--- src/rtl/xbus_pkg.sv ---
`timescale 1ns/1ps
package xbus_pkg;

    localparam int DATA_W   = 16;
    localparam int BYTE_W   = 8;
    localparam int CFG_W    = 32;
    localparam int EXT_W    = 2;
    localparam int NUM_PH   = 5;

    localparam int BIT_EN    = 31;
    localparam int BIT_HOST  = 6;
    localparam int BIT_POL   = 5;
    localparam int BIT_MUX   = 4;
    localparam int BIT_SPLIT = 3;
    localparam int BIT_WROK  = 1;
    localparam int BIT_WIDE  = 0;
    localparam int EXT_LSB   = 16;

    typedef struct packed {
        logic                             en;
        logic                             host;
        logic                             rdy_pol;
        logic                             mux;
        logic                             split;
        logic                             wr_ok;
        logic                             wide;
        logic [NUM_PH-1:0][EXT_W-1:0]     ext;
    } cs_cfg_t;

    typedef enum logic [2:0] {
        PH_IDLE   = 3'd0,
        PH_ADDR   = 3'd1,
        PH_SETUP  = 3'd2,
        PH_STROBE = 3'd3,
        PH_HOLD   = 3'd4,
        PH_RECOV  = 3'd5
    } phase_e;

    function automatic cs_cfg_t cfg_unpack(input logic [CFG_W-1:0] w);
        cs_cfg_t c;
        c.en      = w[BIT_EN];
        c.host    = w[BIT_HOST];
        c.rdy_pol = w[BIT_POL];
        c.mux     = w[BIT_MUX];
        c.split   = w[BIT_SPLIT];
        c.wr_ok   = w[BIT_WROK];
        c.wide    = w[BIT_WIDE];
        for (int i = 0; i < NUM_PH; i++) begin
            c.ext[i] = w[EXT_LSB + EXT_W*i +: EXT_W];
        end
        return c;
    endfunction

    function automatic logic [CFG_W-1:0] cfg_pack(input cs_cfg_t c);
        logic [CFG_W-1:0] w;
        w            = '0;
        w[BIT_EN]    = c.en;
        w[BIT_HOST]  = c.host;
        w[BIT_POL]   = c.rdy_pol;
        w[BIT_MUX]   = c.mux;
        w[BIT_SPLIT] = c.split;
        w[BIT_WROK]  = c.wr_ok;
        w[BIT_WIDE]  = c.wide;
        for (int i = 0; i < NUM_PH; i++) begin
            w[EXT_LSB + EXT_W*i +: EXT_W] = c.ext[i];
        end
        return w;
    endfunction

    // Region 0 leaves reset enabled but write-protected; the rest are off.
    function automatic cs_cfg_t cfg_reset(input int idx);
        cs_cfg_t c;
        c    = '0;
        c.en = (idx == 0);
        return c;
    endfunction

    function automatic phase_e next_phase(input phase_e p);
        case (p)
            PH_ADDR:   return PH_SETUP;
            PH_SETUP:  return PH_STROBE;
            PH_STROBE: return PH_HOLD;
            PH_HOLD:   return PH_RECOV;
            default:   return PH_IDLE;
        endcase
    endfunction

    function automatic logic [EXT_W-1:0] phase_ext(input cs_cfg_t c, input phase_e p);
        case (p)
            PH_ADDR:   return c.ext[0];
            PH_SETUP:  return c.ext[1];
            PH_STROBE: return c.ext[2];
            PH_HOLD:   return c.ext[3];
            PH_RECOV:  return c.ext[4];
            default:   return '0;
        endcase
    endfunction

endpackage

--- src/rtl/xbus_cfg_regs.sv ---
`timescale 1ns/1ps
module xbus_cfg_regs
    import xbus_pkg::*;
#(
    parameter int NUM_CS = 8,
    localparam int SEL_W = $clog2(NUM_CS)
) (
    input  logic                     clk,
    input  logic                     rst,
    input  logic                     cfg_we,
    input  logic [SEL_W-1:0]         cfg_sel,
    input  logic [CFG_W-1:0]         cfg_wdata,
    output logic [CFG_W-1:0]         cfg_rdata,
    output cs_cfg_t [NUM_CS-1:0]     cfg_all
);

    for (genvar g = 0; g < NUM_CS; g++) begin : g_region
        always_ff @(posedge clk) begin
            if (rst) begin
                cfg_all[g] <= cfg_reset(g);
            end else if (cfg_we && (cfg_sel == SEL_W'(g))) begin
                cfg_all[g] <= cfg_unpack(cfg_wdata);
            end
        end
    end

    always_comb begin
        cfg_rdata = cfg_pack(cfg_all[cfg_sel]);
    end

endmodule

--- src/rtl/xbus_decode.sv ---
`timescale 1ns/1ps
module xbus_decode
    import xbus_pkg::*;
#(
    parameter int ADDR_W   = 24,
    parameter int NUM_CS   = 8,
    parameter int RDY_BASE = 4,
    localparam int SEL_W   = $clog2(NUM_CS)
) (
    input  logic [ADDR_W-1:0]        req_addr,
    input  logic                     req_write,
    input  cs_cfg_t [NUM_CS-1:0]     cfg_all,
    output logic [SEL_W-1:0]         region,
    output cs_cfg_t                  sel_cfg,
    output logic                     acc_err,
    output logic                     rdy_use
);

    always_comb begin
        region  = req_addr[ADDR_W-1 -: SEL_W];
        sel_cfg = cfg_all[region];
        // Disabled region, or a write into a protected one.
        acc_err = !sel_cfg.en || (req_write && !sel_cfg.wr_ok);
        // Host-port ready handling exists only on the upper regions.
        rdy_use = sel_cfg.host && (int'(region) >= RDY_BASE);
    end

endmodule

--- src/rtl/xbus_phase_fsm.sv ---
`timescale 1ns/1ps
module xbus_phase_fsm
    import xbus_pkg::*;
#(
    parameter int ADDR_W   = 24,
    parameter int NUM_CS   = 8,
    parameter int RDY_BASE = 4,
    localparam int SEL_W   = $clog2(NUM_CS),
    localparam int NUM_RDY = NUM_CS - RDY_BASE,
    localparam int RDY_W   = (NUM_RDY > 1) ? $clog2(NUM_RDY) : 1
) (
    input  logic                 clk,
    input  logic                 rst,
    input  logic                 req_valid,
    input  logic                 req_write,
    input  logic [ADDR_W-1:0]    req_addr,
    input  logic [DATA_W-1:0]    req_wdata,
    input  logic [SEL_W-1:0]     region,
    input  cs_cfg_t              sel_cfg,
    input  logic                 acc_err,
    input  logic                 rdy_use,
    output logic                 req_ready,
    output logic                 rsp_valid,
    output logic                 rsp_err,
    output logic                 rsp_split,
    output logic [DATA_W-1:0]    rsp_rdata,
    output logic [NUM_CS-1:0]    xb_cs_n,
    output logic [ADDR_W-1:0]    xb_addr,
    output logic                 xb_ale,
    output logic                 xb_rd_n,
    output logic                 xb_wr_n,
    output logic [DATA_W-1:0]    xb_dout,
    output logic                 xb_doe,
    input  logic [DATA_W-1:0]    xb_din,
    input  logic [NUM_RDY-1:0]   xb_rdy
);

    phase_e              ph;
    logic [EXT_W-1:0]    cnt;
    cs_cfg_t             cur_cfg;
    logic [SEL_W-1:0]    cur_region;
    logic                cur_write;
    logic [ADDR_W-1:0]   cur_addr;
    logic [DATA_W-1:0]   cur_wdata;
    logic                cur_rdy_use;

    logic [RDY_W-1:0]    rdy_idx;
    logic                rdy_ok;
    logic                in_cs_window;
    logic                in_addr_mux;
    logic [DATA_W-1:0]   wr_lane;
    logic [DATA_W-1:0]   rd_lane;

    always_comb begin
        rdy_idx      = RDY_W'(cur_region - SEL_W'(RDY_BASE));
        rdy_ok       = !cur_rdy_use || (xb_rdy[rdy_idx] == cur_cfg.rdy_pol);
        in_cs_window = (ph == PH_SETUP) || (ph == PH_STROBE) || (ph == PH_HOLD);
        in_addr_mux  = (ph == PH_ADDR) && cur_cfg.mux;
        wr_lane      = cur_cfg.wide ? cur_wdata
                                    : {{(DATA_W-BYTE_W){1'b0}}, cur_wdata[BYTE_W-1:0]};
        rd_lane      = cur_cfg.wide ? xb_din
                                    : {{(DATA_W-BYTE_W){1'b0}}, xb_din[BYTE_W-1:0]};
    end

    always_ff @(posedge clk) begin
        if (rst) begin
            ph          <= PH_IDLE;
            cnt         <= '0;
            cur_cfg     <= '0;
            cur_region  <= '0;
            cur_write   <= 1'b0;
            cur_addr    <= '0;
            cur_wdata   <= '0;
            cur_rdy_use <= 1'b0;
            rsp_valid   <= 1'b0;
            rsp_err     <= 1'b0;
            rsp_split   <= 1'b0;
            rsp_rdata   <= '0;
        end else begin
            rsp_valid <= 1'b0;
            rsp_split <= 1'b0;
            case (ph)
                PH_IDLE: begin
                    if (req_valid) begin
                        cur_cfg     <= sel_cfg;
                        cur_region  <= region;
                        cur_write   <= req_write;
                        cur_addr    <= req_addr;
                        cur_wdata   <= req_wdata;
                        cur_rdy_use <= rdy_use;
                        rsp_rdata   <= '0;
                        if (acc_err) begin
                            rsp_valid <= 1'b1;
                            rsp_err   <= 1'b1;
                        end else begin
                            ph        <= PH_ADDR;
                            cnt       <= sel_cfg.ext[0];
                            rsp_err   <= 1'b0;
                            rsp_split <= !req_write && sel_cfg.split;
                        end
                    end
                end
                default: begin
                    if (cnt != '0) begin
                        cnt <= cnt - 1'b1;
                    end else if ((ph != PH_STROBE) || rdy_ok) begin
                        if ((ph == PH_STROBE) && !cur_write) begin
                            rsp_rdata <= rd_lane;
                        end
                        if (ph == PH_RECOV) begin
                            ph        <= PH_IDLE;
                            rsp_valid <= 1'b1;
                        end else begin
                            ph  <= next_phase(ph);
                            cnt <= phase_ext(cur_cfg, next_phase(ph));
                        end
                    end
                end
            endcase
        end
    end

    always_comb begin
        req_ready = (ph == PH_IDLE);
        xb_addr   = (ph != PH_IDLE) ? cur_addr : '0;
        xb_cs_n   = in_cs_window ? ~(NUM_CS'(1) << cur_region) : '1;
        xb_ale    = in_addr_mux;
        xb_rd_n   = !((ph == PH_STROBE) && !cur_write);
        xb_wr_n   = !((ph == PH_STROBE) && cur_write);
        xb_doe    = in_addr_mux || (cur_write && in_cs_window);
        if (in_addr_mux) begin
            xb_dout = cur_addr[DATA_W-1:0];
        end else if (cur_write && in_cs_window) begin
            xb_dout = wr_lane;
        end else begin
            xb_dout = '0;
        end
    end

    AST_CS_ONEHOT: assert property (@(posedge clk) disable iff (rst)
        $onehot0(~xb_cs_n));

    AST_STROBE_EXCL: assert property (@(posedge clk) disable iff (rst)
        !(!xb_rd_n && !xb_wr_n));

    AST_STROBE_IN_CS: assert property (@(posedge clk) disable iff (rst)
        (!xb_rd_n || !xb_wr_n) |-> !(&xb_cs_n));

    AST_ERR_QUIET: assert property (@(posedge clk) disable iff (rst)
        (req_ready && req_valid && acc_err) |=> (rsp_valid && rsp_err && (&xb_cs_n) && xb_rd_n && xb_wr_n));

    AST_SPLIT_PULSE: assert property (@(posedge clk) disable iff (rst)
        rsp_split |=> !rsp_split);

    AST_READY_HOLD: assert property (@(posedge clk) disable iff (rst)
        ((ph == PH_STROBE) && (cnt == '0) && !rdy_ok) |=> ((ph == PH_STROBE) && !rsp_valid));

endmodule

--- src/rtl/xbus_cs_ctrl.sv ---
`timescale 1ns/1ps
module xbus_cs_ctrl
    import xbus_pkg::*;
#(
    parameter int ADDR_W   = 24,
    parameter int NUM_CS   = 8,
    parameter int RDY_BASE = 4,
    localparam int SEL_W   = $clog2(NUM_CS),
    localparam int NUM_RDY = NUM_CS - RDY_BASE
) (
    input  logic                 clk,
    input  logic                 rst,
    input  logic                 cfg_we,
    input  logic [SEL_W-1:0]     cfg_sel,
    input  logic [CFG_W-1:0]     cfg_wdata,
    output logic [CFG_W-1:0]     cfg_rdata,
    input  logic                 req_valid,
    input  logic                 req_write,
    input  logic [ADDR_W-1:0]    req_addr,
    input  logic [DATA_W-1:0]    req_wdata,
    output logic                 req_ready,
    output logic                 rsp_valid,
    output logic                 rsp_err,
    output logic                 rsp_split,
    output logic [DATA_W-1:0]    rsp_rdata,
    output logic [NUM_CS-1:0]    xb_cs_n,
    output logic [ADDR_W-1:0]    xb_addr,
    output logic                 xb_ale,
    output logic                 xb_rd_n,
    output logic                 xb_wr_n,
    output logic [DATA_W-1:0]    xb_dout,
    output logic                 xb_doe,
    input  logic [DATA_W-1:0]    xb_din,
    input  logic [NUM_RDY-1:0]   xb_rdy
);

    cs_cfg_t [NUM_CS-1:0]  cfg_all;
    logic [SEL_W-1:0]      region;
    cs_cfg_t               sel_cfg;
    logic                  acc_err;
    logic                  rdy_use;

    xbus_cfg_regs #(
        .NUM_CS    (NUM_CS)
    ) u_regs (
        .clk       (clk),
        .rst       (rst),
        .cfg_we    (cfg_we),
        .cfg_sel   (cfg_sel),
        .cfg_wdata (cfg_wdata),
        .cfg_rdata (cfg_rdata),
        .cfg_all   (cfg_all)
    );

    xbus_decode #(
        .ADDR_W    (ADDR_W),
        .NUM_CS    (NUM_CS),
        .RDY_BASE  (RDY_BASE)
    ) u_decode (
        .req_addr  (req_addr),
        .req_write (req_write),
        .cfg_all   (cfg_all),
        .region    (region),
        .sel_cfg   (sel_cfg),
        .acc_err   (acc_err),
        .rdy_use   (rdy_use)
    );

    xbus_phase_fsm #(
        .ADDR_W    (ADDR_W),
        .NUM_CS    (NUM_CS),
        .RDY_BASE  (RDY_BASE)
    ) u_fsm (
        .clk       (clk),
        .rst       (rst),
        .req_valid (req_valid),
        .req_write (req_write),
        .req_addr  (req_addr),
        .req_wdata (req_wdata),
        .region    (region),
        .sel_cfg   (sel_cfg),
        .acc_err   (acc_err),
        .rdy_use   (rdy_use),
        .req_ready (req_ready),
        .rsp_valid (rsp_valid),
        .rsp_err   (rsp_err),
        .rsp_split (rsp_split),
        .rsp_rdata (rsp_rdata),
        .xb_cs_n   (xb_cs_n),
        .xb_addr   (xb_addr),
        .xb_ale    (xb_ale),
        .xb_rd_n   (xb_rd_n),
        .xb_wr_n   (xb_wr_n),
        .xb_dout   (xb_dout),
        .xb_doe    (xb_doe),
        .xb_din    (xb_din),
        .xb_rdy    (xb_rdy)
    );

    AST_ALE_DRIVES: assert property (@(posedge clk) disable iff (rst)
        xb_ale |-> (xb_doe && (&xb_cs_n)));

    AST_SPLIT_BEFORE_DONE: assert property (@(posedge clk) disable iff (rst)
        rsp_split |-> !rsp_valid);

endmodule

--- config.mk ---
export PLATFORM = sky130hd
export DESIGN_NAME = xbus_cs_ctrl
export DESIGN_NICKNAME = d
export VERILOG_FILES = /design/src/rtl/xbus_pkg.sv /design/src/rtl/xbus_cfg_regs.sv /design/src/rtl/xbus_decode.sv /design/src/rtl/xbus_phase_fsm.sv /design/src/rtl/xbus_cs_ctrl.sv
export SDC_FILE = /design/constraint.sdc
export NUM_CORES = 1
export LEC_CHECK = 0
export CELL_PAD_IN_SITES_DETAIL_PLACEMENT = 0
export CELL_PAD_IN_SITES_GLOBAL_PLACEMENT = 1
export CORE_ASPECT_RATIO = 2
export CORE_MARGIN = 3
export CORE_UTILIZATION = 39
export DETAILED_ROUTE_END_ITERATION = 10
export PLACE_DENSITY_LB_ADDON = 0.1
export SYNTH_ARGS = -nofsm -noshare
export SYNTH_HDL_FRONTEND = slang
export SYNTH_SLANG_ARGS = --single-unit
--- constraint.sdc ---
create_clock -name clk -period 3.5 [get_ports clk]
set_input_delay 0.7 -clock clk [delete_from_list [all_inputs] [get_ports clk]]
set_output_delay 0.7 -clock clk [all_outputs]
set_load 0.01 [all_outputs]
==> results of run 1 <==
==> state kept, by name, summed over array words and instances, names as in the netlist <==
signal             count
u_fsm.cnt              2
u_fsm.cur_addr        24
u_fsm.cur_cfg         11
u_fsm.cur_rdy_use      1
u_fsm.cur_wdata       16
u_fsm.cur_write        1
u_fsm.ph               3
u_fsm.rsp_err          1
u_fsm.rsp_rdata       16
u_fsm.rsp_split        1
u_fsm.rsp_valid        1
u_regs.cfg_all       136
==> worst reg2reg max path, cell delays in order, from the launching register on <==
cell and delay, ns:
sky130_fd_sc_hd__dfxtp_1 0.42, sky130_fd_sc_hd__buf_4 0.22, sky130_fd_sc_hd__or3_1 0.56, sky130_fd_sc_hd__inv_1 0.15, sky130_fd_sc_hd__buf_4 0.22, sky130_fd_sc_hd__o221ai_2 0.13
sky130_fd_sc_hd__buf_4 0.23, sky130_fd_sc_hd__or3b_2 0.48, sky130_fd_sc_hd__a21oi_1 0.14
==> synth_stat cells, types with 5 or more instances <==
cell type	n	area [µm²]
sky130_fd_sc_hd__nor2b_1	8	50.05
sky130_fd_sc_hd__nand3_1	19	95.09
sky130_fd_sc_hd__o21ai_0	5	25.02
sky130_fd_sc_hd__clkbuf_2	17	85.08
sky130_fd_sc_hd__a211oi_1	12	90.09
sky130_fd_sc_hd__mux4_2	66	1486
sky130_fd_sc_hd__buf_1	9	33.78
sky130_fd_sc_hd__a22o_1	16	140.1
sky130_fd_sc_hd__clkbuf_1	75	281.5
sky130_fd_sc_hd__nor2_1	27	101.4
sky130_fd_sc_hd__nand3b_1	5	37.54
sky130_fd_sc_hd__dfxtp_1	213	4264
sky130_fd_sc_hd__or2_2	9	56.30
sky130_fd_sc_hd__buf_4	15	112.6
sky130_fd_sc_hd__mux2i_1	20	200.2
sky130_fd_sc_hd__or3b_1	5	43.79
sky130_fd_sc_hd__mux2_2	19	214.0
sky130_fd_sc_hd__a21oi_1	201	1006
sky130_fd_sc_hd__and2_1	26	162.7
sky130_fd_sc_hd__nand2_1	391	1468
sky130_fd_sc_hd__buf_2	9	45.04
==> report_power, final <==
part / internal [W] / switching [W] / leakage [nW]
Sequential: 0.00257 / 0.000114 / 1.73
Combinational: 0.000531 / 0.000701 / 2.48
Clock: 0.00151 / 0.000991 / 0.382
Total: 0.00461 / 0.00181 / 4.59
==> what timing repair did <==
action | CTS | global route
gates resized for setup | 1 | 0
endpoints found under the hold margin | 0 | 0
endpoints found under the setup margin | 3 | 0
setup buffers | 0 | 0
==> worst paths after layout <==
path | end | slack, ns
setup / recovery | xb_addr[15] | 0.16
hold / removal | u_fsm.rsp_rdata[14] | 0.45
setup reg to reg | u_fsm.rsp_rdata[0] | 0.88
hold reg to reg | u_fsm.rsp_rdata[14] | 0.45
==> routing by layer <==
metal / part of all wire (%) / GRT usage (%) / vias up / wire, µm
met5: 0 / 0 / - / 0
met4: 3.7 / 8.803 / 0 / 1239
met3: 5.4 / 3.455 / 61 / 1818
met2: 54 / 43.09 / 261 / 18390
met1: 36 / 26.61 / 4328 / 12300
li1: - / - / 4369 / -
==> cell families (layout without fill, tap and decap cells) <==
kind of cell           count (synthesis)  count (layout)  share of synthesized area [%]
other                                  1              15                        0.03631
XOR/XNOR                               1               1                         0.1575
buffers and inverters                131             259                          5.767
AO/OA/AOI/OAI                        246             246                          13.25
AND/OR/NAND/NOR                      512             512                          21.09
multiplexers                         105             105                          18.40
flip-flops                           213             213                          41.29
==> metrics by stage <==
stage          total power, W  worst slack [ns]  utilization [%]
6_report             0.006421            0.1615            50.94
5_1_grt              0.006725           0.01436            50.94
4_1_cts              0.006504            0.1191            50.94
3_5_place_dp         0.003994            0.3073            47.98
3_3_place_gp         0.003981            0.3053            47.98
2_1_floorplan        0.003461            0.5785                -
==> area by class of cell <==
type | instances | area (µm²) | share of cell area [%]
clock buffer | 30 | 649.4 | 4.930
sequential | 213 | 4264 | 32.37
tap | 340 | 425.4 | 3.229
timing repair buffer | 218 | 2151 | 16.33
clock inverter | 7 | 113.9 | 0.8644
inverter | 4 | 15.01 | 0.1140
multi-input combinational | 879 | 5554 | 42.16
==> report_table.html, run 1 <==
<table>
<tr><th>Metric</th><th>Value</th></tr>
<tr><th colspan="2">Run status</th></tr>
<tr><td>Outcome</td><td>completed</td></tr>
<tr><th colspan="2">Place</th></tr>
<tr><td>Number of cells after detailed placement</td><td>1654</td></tr>
<tr><td>Final weighted congestion in routability-driven placement</td><td>between 0.7 and 0.8</td></tr>
<tr><td>Dpl cell area</td><td>roughly 12000 µm²</td></tr>
<tr><td>Buffers on Ports</td><td>173</td></tr>
<tr><td>HPWL Detailed</td><td>around 23000 µm</td></tr>
<tr><th colspan="2">Synth</th></tr>
<tr><td>Total standard cell area after synthesis</td><td>about 10000 µm²</td></tr>
<tr><td>Share of flip-flops with an asynchronous set or reset after synthesis</td><td>0%</td></tr>
<tr><td>Warnings from Yosys</td><td>0</td></tr>
<tr><td>Primary FF master, synth</td><td>sky130_fd_sc_hd__dfxtp_1</td></tr>
<tr><td>Netlist cell types</td><td>46</td></tr>
<tr><td>Number of instances in the synthesized netlist</td><td>roughly 1200</td></tr>
<tr><td>Syn_area_per_cell</td><td>between 8 and 9 µm²</td></tr>
<tr><td>Count of flip-flops with a built-in enable after synthesis</td><td>0</td></tr>
<tr><td>Flop and latch count out of synthesis</td><td>around 210</td></tr>
<tr><td>Seq/Total Area, Yosys</td><td>between 40% and 50%</td></tr>
<tr><th colspan="2">Setup path</th></tr>
<tr><td>Startpoint type of the worst setup path</td><td>flop</td></tr>
<tr><td>Crit-path cells</td><td>buf_4 -&gt; or3_1 -&gt; buf_12 -&gt; and2_1 -&gt; clkdlybuf4s50_1</td></tr>
<tr><td>Critical Path Stages</td><td>5</td></tr>
<tr><td>Worst path max stage delay</td><td>roughly 0.56 ns</td></tr>
<tr><td>Cell family with most CP delay</td><td>buffers and inverters</td></tr>
<tr><td>Cell count of the worst reg-to-reg path</td><td>8</td></tr>
<tr><td>Peak fanout along the critical path</td><td>24</td></tr>
<tr><td>Start point of the critical path</td><td>u_fsm.ph[1]</td></tr>
<tr><td>Critical Path Sink Type</td><td>output port</td></tr>
<tr><td>Start of the worst register-to-register path</td><td>u_fsm.ph[1]</td></tr>
<tr><td>WP data required</td><td>approximately 2.8 ns</td></tr>
<tr><td>Arrival time of the worst setup path</td><td>approximately 2.6 ns</td></tr>
<tr><td>Critical path buffer and inverter count</td><td>3</td></tr>
<tr><td>Category of the most critical setup path</td><td>reg2out</td></tr>
<tr><td>Cell at the slowest stage of the critical path</td><td>sky130_fd_sc_hd__or3_1</td></tr>
<tr><th colspan="2">Floorplanning</th></tr>
<tr><td>Core Footprint</td><td>~26000 µm²</td></tr>
<tr><td>Starting density of the core</td><td>about two fifths</td></tr>
<tr><td>I/O pin count</td><td>a little over 200</td></tr>
<tr><td>Horiz. Die Dim</td><td>roughly 120 µm</td></tr>
<tr><td>Std cell rows</td><td>83</td></tr>
<tr><td>Full die area</td><td>28590 µm²</td></tr>
<tr><td>Floorplan die height</td><td>about 240 µm</td></tr>
<tr><th colspan="2">Clock tree</th></tr>
<tr><td>Clock tree root driver cell</td><td>sky130_fd_sc_hd__clkbuf_16</td></tr>
<tr><td>CTS Buf Count</td><td>21</td></tr>
<tr><td>Clock edge transition at the registers on the reported setup and hold paths</td><td>0.07 ns</td></tr>
<tr><td>Source-to-sink clock delay at the later pin of the worst-skew pair</td><td>around 0.52 ns</td></tr>
<tr><td>Clock tree from TritonCTS</td><td>built</td></tr>
<tr><td>Number of sinks on the clock net</td><td>about 210</td></tr>
<tr><td>Max Root-Sink Buffers</td><td>3</td></tr>
<tr><td>Hold bufs inserted after CTS</td><td>0</td></tr>
<tr><td>Depth of the CTS H-tree</td><td>1</td></tr>
<tr><th colspan="2">STA</th></tr>
<tr><td>Slew HR</td><td>51.53%</td></tr>
<tr><td>Pins Over Slew Limit</td><td>0</td></tr>
<tr><td>Post-route minimum period</td><td>between 3 and 4 ns</td></tr>
<tr><td>Hold violation total from the final report</td><td>0</td></tr>
<tr><td>Setup Skew</td><td>between 0.01 and 0.015 ns</td></tr>
<tr><td>Final setup violating endpoints</td><td>0</td></tr>
<tr><td>Worst hold slack</td><td>0.4491 ns</td></tr>
<tr><td>Setup total negative slack</td><td>0 ns</td></tr>
<tr><td>Worst Max-Slew Pin Slew</td><td>between 0.7 and 0.8 ns</td></tr>
<tr><td>RSZ-0062 raised after global routing</td><td>false</td></tr>
<tr><td>Share of the cycle needed by the critical path after routing</td><td>between 90 and 100%</td></tr>
<tr><td>Fmax</td><td>between 0.2 and 0.3 GHz</td></tr>
<tr><th colspan="2">Finish</th></tr>
<tr><td>P&amp;R area growth vs syn</td><td>27.55%</td></tr>
<tr><td>Most common library cell in the layout ignoring fill and taps</td><td>sky130_fd_sc_hd__nand2_1</td></tr>
<tr><td>Total number of nets in the final design</td><td>1437</td></tr>
<tr><td>Most frequent cells in the layout</td><td>sky130_fd_sc_hd__nand2_1, sky130_fd_sc_hd__dfxtp_1, sky130_fd_sc_hd__a21oi_1</td></tr>
<tr><td>FILL cells</td><td>2478</td></tr>
<tr><td>Final Instance Area</td><td>about 13000 µm²</td></tr>
<tr><td>Antenna Cells</td><td>0</td></tr>
<tr><td>Non-Filler Instances</td><td>1691</td></tr>
<tr><td>Share of post-route cells with drive strength above 1</td><td>between 10% and 20%</td></tr>
<tr><th colspan="2">Global route</th></tr>
<tr><td>Remaining global-route overflow</td><td>0</td></tr>
<tr><td>First-pass GRT wire length</td><td>between 50000 and 60000 µm</td></tr>
<tr><td>Total global routing track utilization</td><td>a little under a quarter</td></tr>
<tr><td>Pin count of the biggest net entering global routing</td><td>74</td></tr>
<tr><td>Number of global-route vias before repair</td><td>between 8000 and 9000</td></tr>
<tr><td>Initial antenna violation count</td><td>0</td></tr>
<tr><th colspan="2">Routing</th></tr>
<tr><td>Number of violations reported at the end of detailed-routing iteration 0</td><td>approximately 510</td></tr>
<tr><td>Via count</td><td>between 9000 and 10000</td></tr>
<tr><td>Vias per cell</td><td>around 5.3</td></tr>
<tr><td>Number of search-and-repair iterations in the first detailed-routing pass</td><td>5</td></tr>
<tr><td>Remaining DRCs</td><td>0</td></tr>
<tr><td>Sum of routed wire length over all layers</td><td>~34000 µm</td></tr>
<tr><td>Average wire length per cell after detail routing</td><td>between 15 and 20 µm</td></tr>
<tr><td>Antenna Violating Nets Remaining</td><td>0</td></tr>
<tr><th colspan="2">Run</th></tr>
<tr><td>Max-cap viol count</td><td>0</td></tr>
<tr><th colspan="2">Hold path</th></tr>
<tr><td>Hold path depth</td><td>2</td></tr>
<tr><td>Hold Path Origin</td><td>u_fsm.rsp_rdata[14]</td></tr>
<tr><td>Worst min-delay path category</td><td>reg2reg</td></tr>
<tr><th colspan="2">Pwr</th></tr>
<tr><td>Maximum ir drop on the vdd rail</td><td>0.2654 mV</td></tr>
<tr><td>Leak pwr</td><td>4.589 nW</td></tr>
<tr><td>Pwr dens</td><td>just under 500 nW/µm²</td></tr>
</table>
Power figures use the tool's default switching activity.
==> run 2, diff against run 1 <==
CORE_UTILIZATION = 40   (was 39)
MAX_ROUTING_LAYER = met4   (was unset)
SYNTH_HIERARCHICAL = 1   (was unset)
==> run 2 against run 1 <==
Via count up 3.4%. Final area grew 3.6%. Global-route usage barely moved. Sequential power barely moved. Sequential share of layout area shrank 0.39 points. Largest cell class unchanged. Largest power group unchanged. Register-to-register slack worse by 0.02 ns. Clock power shrank 4%. Power fell by 2.8%. Combinational power down 7%.
==> report_table.html, run 2 <==
<table>
<tr><th>Metric</th><th>Value</th></tr>
<tr><th colspan="2">Run status</th></tr>
<tr><td>Outcome</td><td>completed (unchanged)</td></tr>
<tr><th colspan="2">Setup path</th></tr>
<tr><td>Worst reg2reg path endpoint</td><td>u_fsm/cur_cfg[5] (was u_fsm.rsp_rdata[0])</td></tr>
<tr><td>Start point of the critical path</td><td>u_fsm/ph[0] (was u_fsm.ph[1])</td></tr>
<tr><td>Startpoint type of the worst setup path</td><td>flop (unchanged)</td></tr>
<tr><td>Worst path max stage delay</td><td>0.62 ns (was 0.56 ns)</td></tr>
<tr><td>WP data required</td><td>2.80 ns (about the same)</td></tr>
<tr><td>Arrival time of the worst setup path</td><td>2.64 ns (about the same)</td></tr>
<tr><td>Start of the worst register-to-register path</td><td>u_fsm/ph[2] (was u_fsm.ph[1])</td></tr>
<tr><td>Critical Path Sink Type</td><td>output port (unchanged)</td></tr>
<tr><td>Peak fanout along the critical path</td><td>13 (was 24)</td></tr>
<tr><td>Crit-path cells</td><td>nor3b_2 -&gt; a21oi_2 -&gt; nor2b_1 -&gt; and2_2 -&gt; a22o_1 -&gt; clkdlybuf4s50_1 (was buf_4 -&gt; or3_1 -&gt; buf_12 -&gt; and2_1 -&gt; clkdlybuf4s50_1)</td></tr>
<tr><td>Reg2reg setup slack</td><td>0.86 ns (was 0.88 ns)</td></tr>
<tr><td>Cell at the slowest stage of the critical path</td><td>sky130_fd_sc_hd__dfxtp_1 (was sky130_fd_sc_hd__or3_1)</td></tr>
<tr><td>Cell count of the worst reg-to-reg path</td><td>7 (was 8)</td></tr>
<tr><td>Category of the most critical setup path</td><td>reg2out (unchanged)</td></tr>
<tr><th colspan="2">STA</th></tr>
<tr><td>Final setup violating endpoints</td><td>0 (unchanged)</td></tr>
<tr><td>Setup total negative slack</td><td>0 ns (unchanged)</td></tr>
<tr><td>Worst Max-Slew Pin Slew</td><td>0.9765 ns (was 0.7270 ns)</td></tr>
<tr><td>Post-route minimum period</td><td>3.338 ns (was 3.339 ns)</td></tr>
<tr><td>Fmax</td><td>0.2996 GHz (was 0.2995 GHz)</td></tr>
<tr><td>Pins Over Slew Limit</td><td>0 (unchanged)</td></tr>
<tr><td>Slew HR</td><td>34.90% (was 51.53%)</td></tr>
<tr><td>Setup Skew</td><td>0.009209 ns (was 0.01423 ns)</td></tr>
<tr><td>Hold violation total from the final report</td><td>0 (unchanged)</td></tr>
<tr><td>RSZ-0062 raised after global routing</td><td>false (unchanged)</td></tr>
<tr><td>Worst hold slack</td><td>0.4493 ns (was 0.4491 ns)</td></tr>
<tr><td>Share of the cycle needed by the critical path after routing</td><td>95.37% (was 95.39%)</td></tr>
<tr><th colspan="2">Finish</th></tr>
<tr><td>Largest register FFs</td><td>136 (unchanged)</td></tr>
<tr><td>Post-layout util</td><td>50.31% (was 50.94%)</td></tr>
<tr><td>Final Instance Area</td><td>13640 µm² (was 13170 µm²)</td></tr>
<tr><td>Share of post-route cells with drive strength above 1</td><td>11.00% (was 14.21%)</td></tr>
<tr><td>Total number of nets in the final design</td><td>1458 (was 1437)</td></tr>
<tr><td>Antenna Cells</td><td>0 (unchanged)</td></tr>
<tr><td>Top register by number of flip-flops</td><td>u_regs/cfg_all (was u_regs.cfg_all)</td></tr>
<tr><td>Registers with the most flip-flops</td><td>u_regs/cfg_all (136), u_fsm/cur_addr (24) (was u_regs.cfg_all (136), u_fsm.cur_addr (24))</td></tr>
<tr><td>Most common library cell in the layout ignoring fill and taps</td><td>sky130_fd_sc_hd__nand2_1 (unchanged)</td></tr>
<tr><td>P&amp;R area growth vs syn</td><td>23.11% (was 27.55%)</td></tr>
<tr><td>Most frequent cells in the layout</td><td>sky130_fd_sc_hd__nand2_1, sky130_fd_sc_hd__dfxtp_1, sky130_fd_sc_hd__a21oi_1 (unchanged)</td></tr>
<tr><th colspan="2">Floorplanning</th></tr>
<tr><td>I/O pin count</td><td>204 (unchanged)</td></tr>
<tr><td>Core Footprint</td><td>27120 µm² (was 25860 µm²)</td></tr>
<tr><td>Floorplan die height</td><td>241.4 µm (was 236.1 µm)</td></tr>
<tr><td>Starting density of the core</td><td>40.87% (was 39.94%)</td></tr>
<tr><td>Std cell rows</td><td>85 (was 83)</td></tr>
<tr><td>Full die area</td><td>29860 µm² (was 28590 µm²)</td></tr>
<tr><td>Horiz. Die Dim</td><td>123.7 µm (was 121.1 µm)</td></tr>
<tr><th colspan="2">Place</th></tr>
<tr><td>Final weighted congestion in routability-driven placement</td><td>0.8219 (was 0.7780)</td></tr>
<tr><td>HPWL Detailed</td><td>23590 µm (was 23330 µm)</td></tr>
<tr><td>Buffers on Ports</td><td>173 (unchanged)</td></tr>
<tr><td>Dpl cell area</td><td>12900 µm² (was 12410 µm²)</td></tr>
<tr><th colspan="2">Hold path</th></tr>
<tr><td>Worst Hold Endpoint</td><td>u_fsm/cur_addr[20] (was u_fsm.rsp_rdata[14])</td></tr>
<tr><td>Hold Path Origin</td><td>u_fsm/cur_addr[20] (was u_fsm.rsp_rdata[14])</td></tr>
<tr><td>Worst min-delay path category</td><td>reg2reg (unchanged)</td></tr>
<tr><td>Hold path depth</td><td>2 (unchanged)</td></tr>
<tr><th colspan="2">Routing</th></tr>
<tr><td>Antenna Violating Nets Remaining</td><td>0 (unchanged)</td></tr>
<tr><td>Remaining DRCs</td><td>0 (unchanged)</td></tr>
<tr><td>Number of violations reported at the end of detailed-routing iteration 0</td><td>495 (was 513)</td></tr>
<tr><td>Number of search-and-repair iterations in the first detailed-routing pass</td><td>5 (unchanged)</td></tr>
<tr><td>Vias per cell</td><td>5.419 (was 5.334)</td></tr>
<tr><td>Average wire length per cell after detail routing</td><td>20.23 µm (was 19.96 µm)</td></tr>
<tr><td>Via count</td><td>9326 (was 9019)</td></tr>
<tr><td>Sum of routed wire length over all layers</td><td>34820 µm (was 33750 µm)</td></tr>
<tr><th colspan="2">Pwr</th></tr>
<tr><td>Part of the total power dissipated in sequential elements</td><td>43.3% (was 41.9%)</td></tr>
<tr><td>Portion of total power attributed to the clock network</td><td>38.4% (was 39.0%)</td></tr>
<tr><td>Pwr dens</td><td>457.5 nW/µm² (was 487.4 nW/µm²)</td></tr>
<tr><td>Combinational Power Share</td><td>18.4% (was 19.2%)</td></tr>
<tr><td>Overall power</td><td>0.006243 W (was 0.006421 W)</td></tr>
<tr><td>Switching pwr</td><td>0.001786 W (was 0.001806 W)</td></tr>
<tr><td>Leak pwr</td><td>5.045 nW (was 4.589 nW)</td></tr>
<tr><td>Net switching share of the total power</td><td>28.61% (was 28.13%)</td></tr>
<tr><td>Internal power contribution</td><td>0.004457 W (was 0.004615 W)</td></tr>
<tr><td>Maximum ir drop on the vdd rail</td><td>0.4683 mV (was 0.2654 mV)</td></tr>
<tr><th colspan="2">Clock tree</th></tr>
<tr><td>Clock tree from TritonCTS</td><td>built (unchanged)</td></tr>
<tr><td>Hold bufs inserted after CTS</td><td>0 (unchanged)</td></tr>
<tr><td>Number of sinks on the clock net</td><td>218 (was 213)</td></tr>
<tr><td>CTS resizes</td><td>3 (was 1)</td></tr>
<tr><td>Source-to-sink clock delay at the later pin of the worst-skew pair</td><td>0.53 ns (was 0.52 ns)</td></tr>
<tr><td>Max Root-Sink Buffers</td><td>3 (unchanged)</td></tr>
<tr><td>CTS Buf Count</td><td>23 (was 21)</td></tr>
<tr><td>Clock edge transition at the registers on the reported setup and hold paths</td><td>0.06 ns (was 0.07 ns)</td></tr>
<tr><td>Clock tree root driver cell</td><td>sky130_fd_sc_hd__clkbuf_16 (unchanged)</td></tr>
<tr><td>Depth of the CTS H-tree</td><td>1 (unchanged)</td></tr>
<tr><td>Count of buffers added by post-CTS timing repair for setup</td><td>0 (unchanged)</td></tr>
<tr><th colspan="2">Synth</th></tr>
<tr><td>Syn_area_per_cell</td><td>8.945 µm² (was 8.542 µm²)</td></tr>
<tr><td>Total standard cell area after synthesis</td><td>11080 µm² (was 10330 µm²)</td></tr>
<tr><td>Number of instances in the synthesized netlist</td><td>1239 (was 1209)</td></tr>
<tr><td>Warnings from Yosys</td><td>6 (was 0)</td></tr>
<tr><th colspan="2">Global route</th></tr>
<tr><td>Number of global-route vias before repair</td><td>8840 (was 8547)</td></tr>
<tr><td>Pin count of the biggest net entering global routing</td><td>87 (was 74)</td></tr>
<tr><td>Remaining global-route overflow</td><td>0 (unchanged)</td></tr>
<tr><td>Total global routing track utilization</td><td>23.35% (was 23.34%)</td></tr>
<tr><td>Initial antenna violation count</td><td>0 (unchanged)</td></tr>
<tr><td>First-pass GRT wire length</td><td>51980 µm (was 51660 µm)</td></tr>
<tr><th colspan="2">Run</th></tr>
<tr><td>Max-cap viol count</td><td>0 (unchanged)</td></tr>
</table>
## run 2: per-stage QoR
step | std cells | setup slack [ns]
after floorplan | 1253 | 1.013
after global placement | 1680 | 0.2531
after detailed placement | 1680 | 0.2404
after CTS | 1721 | 0.06659
after global routing | 1721 | 0.02125
final | 1721 | 0.1622
## run 2: power by group through the flow
stage | logic, W | clock network [W] | registers (W)
after CTS | 0.00116 | 0.00247 | 0.00270
after global routing | 0.00125 | 0.00254 | 0.00272
after global placement | 0.00115 | 0 | 0.00275
after floorplan | 0.000805 | 0 | 0.00272
after detailed placement | 0.00116 | 0 | 0.00276
final | 0.00115 | 0.00240 | 0.00270
## run 2: how the worst max path moves through the flow
stage,cells after the start,endpoint
floorplan,4,cfg_rdata[0]
global placement,5,cfg_rdata[17]
detailed placement,5,cfg_rdata[17]
CTS,6,xb_dout[14]
global route,6,xb_dout[13]
finish,6,xb_dout[13]
## run 2: final cells by class
| type | count | area [µm²] |
|---|---|---|
| clock inverter | 6 | 45.04 |
| multi-input combinational | 892 | 5929 |
| sequential | 218 | 4364 |
| clock buffer | 35 | 690.7 |
| tap | 348 | 435.4 |
| timing repair buffer | 219 | 2163 |
| fill | 2606 | 13480 |
| inverter | 3 | 16.27 |
## run 2: critical path: cells and delay by family, from the launching register on
| kind | cells | cell delay [ns] |
|---|---|---|
| flip-flops | 1 | 0.62 |
| AND/OR/NAND/NOR | 3 | 0.52 |
| buffers and inverters | 1 | 0.49 |
| AO/OA/AOI/OAI | 2 | 0.48 |
## run 2: metal layers
layer	global-route usage (%)	routed length, µm	up-vias
met4	6.454	778	0
met3	3.107	2079	43
li1	-	-	4502
met2	41.55	18320	305
met1	27.26	13640	4476
met5	-	0	-
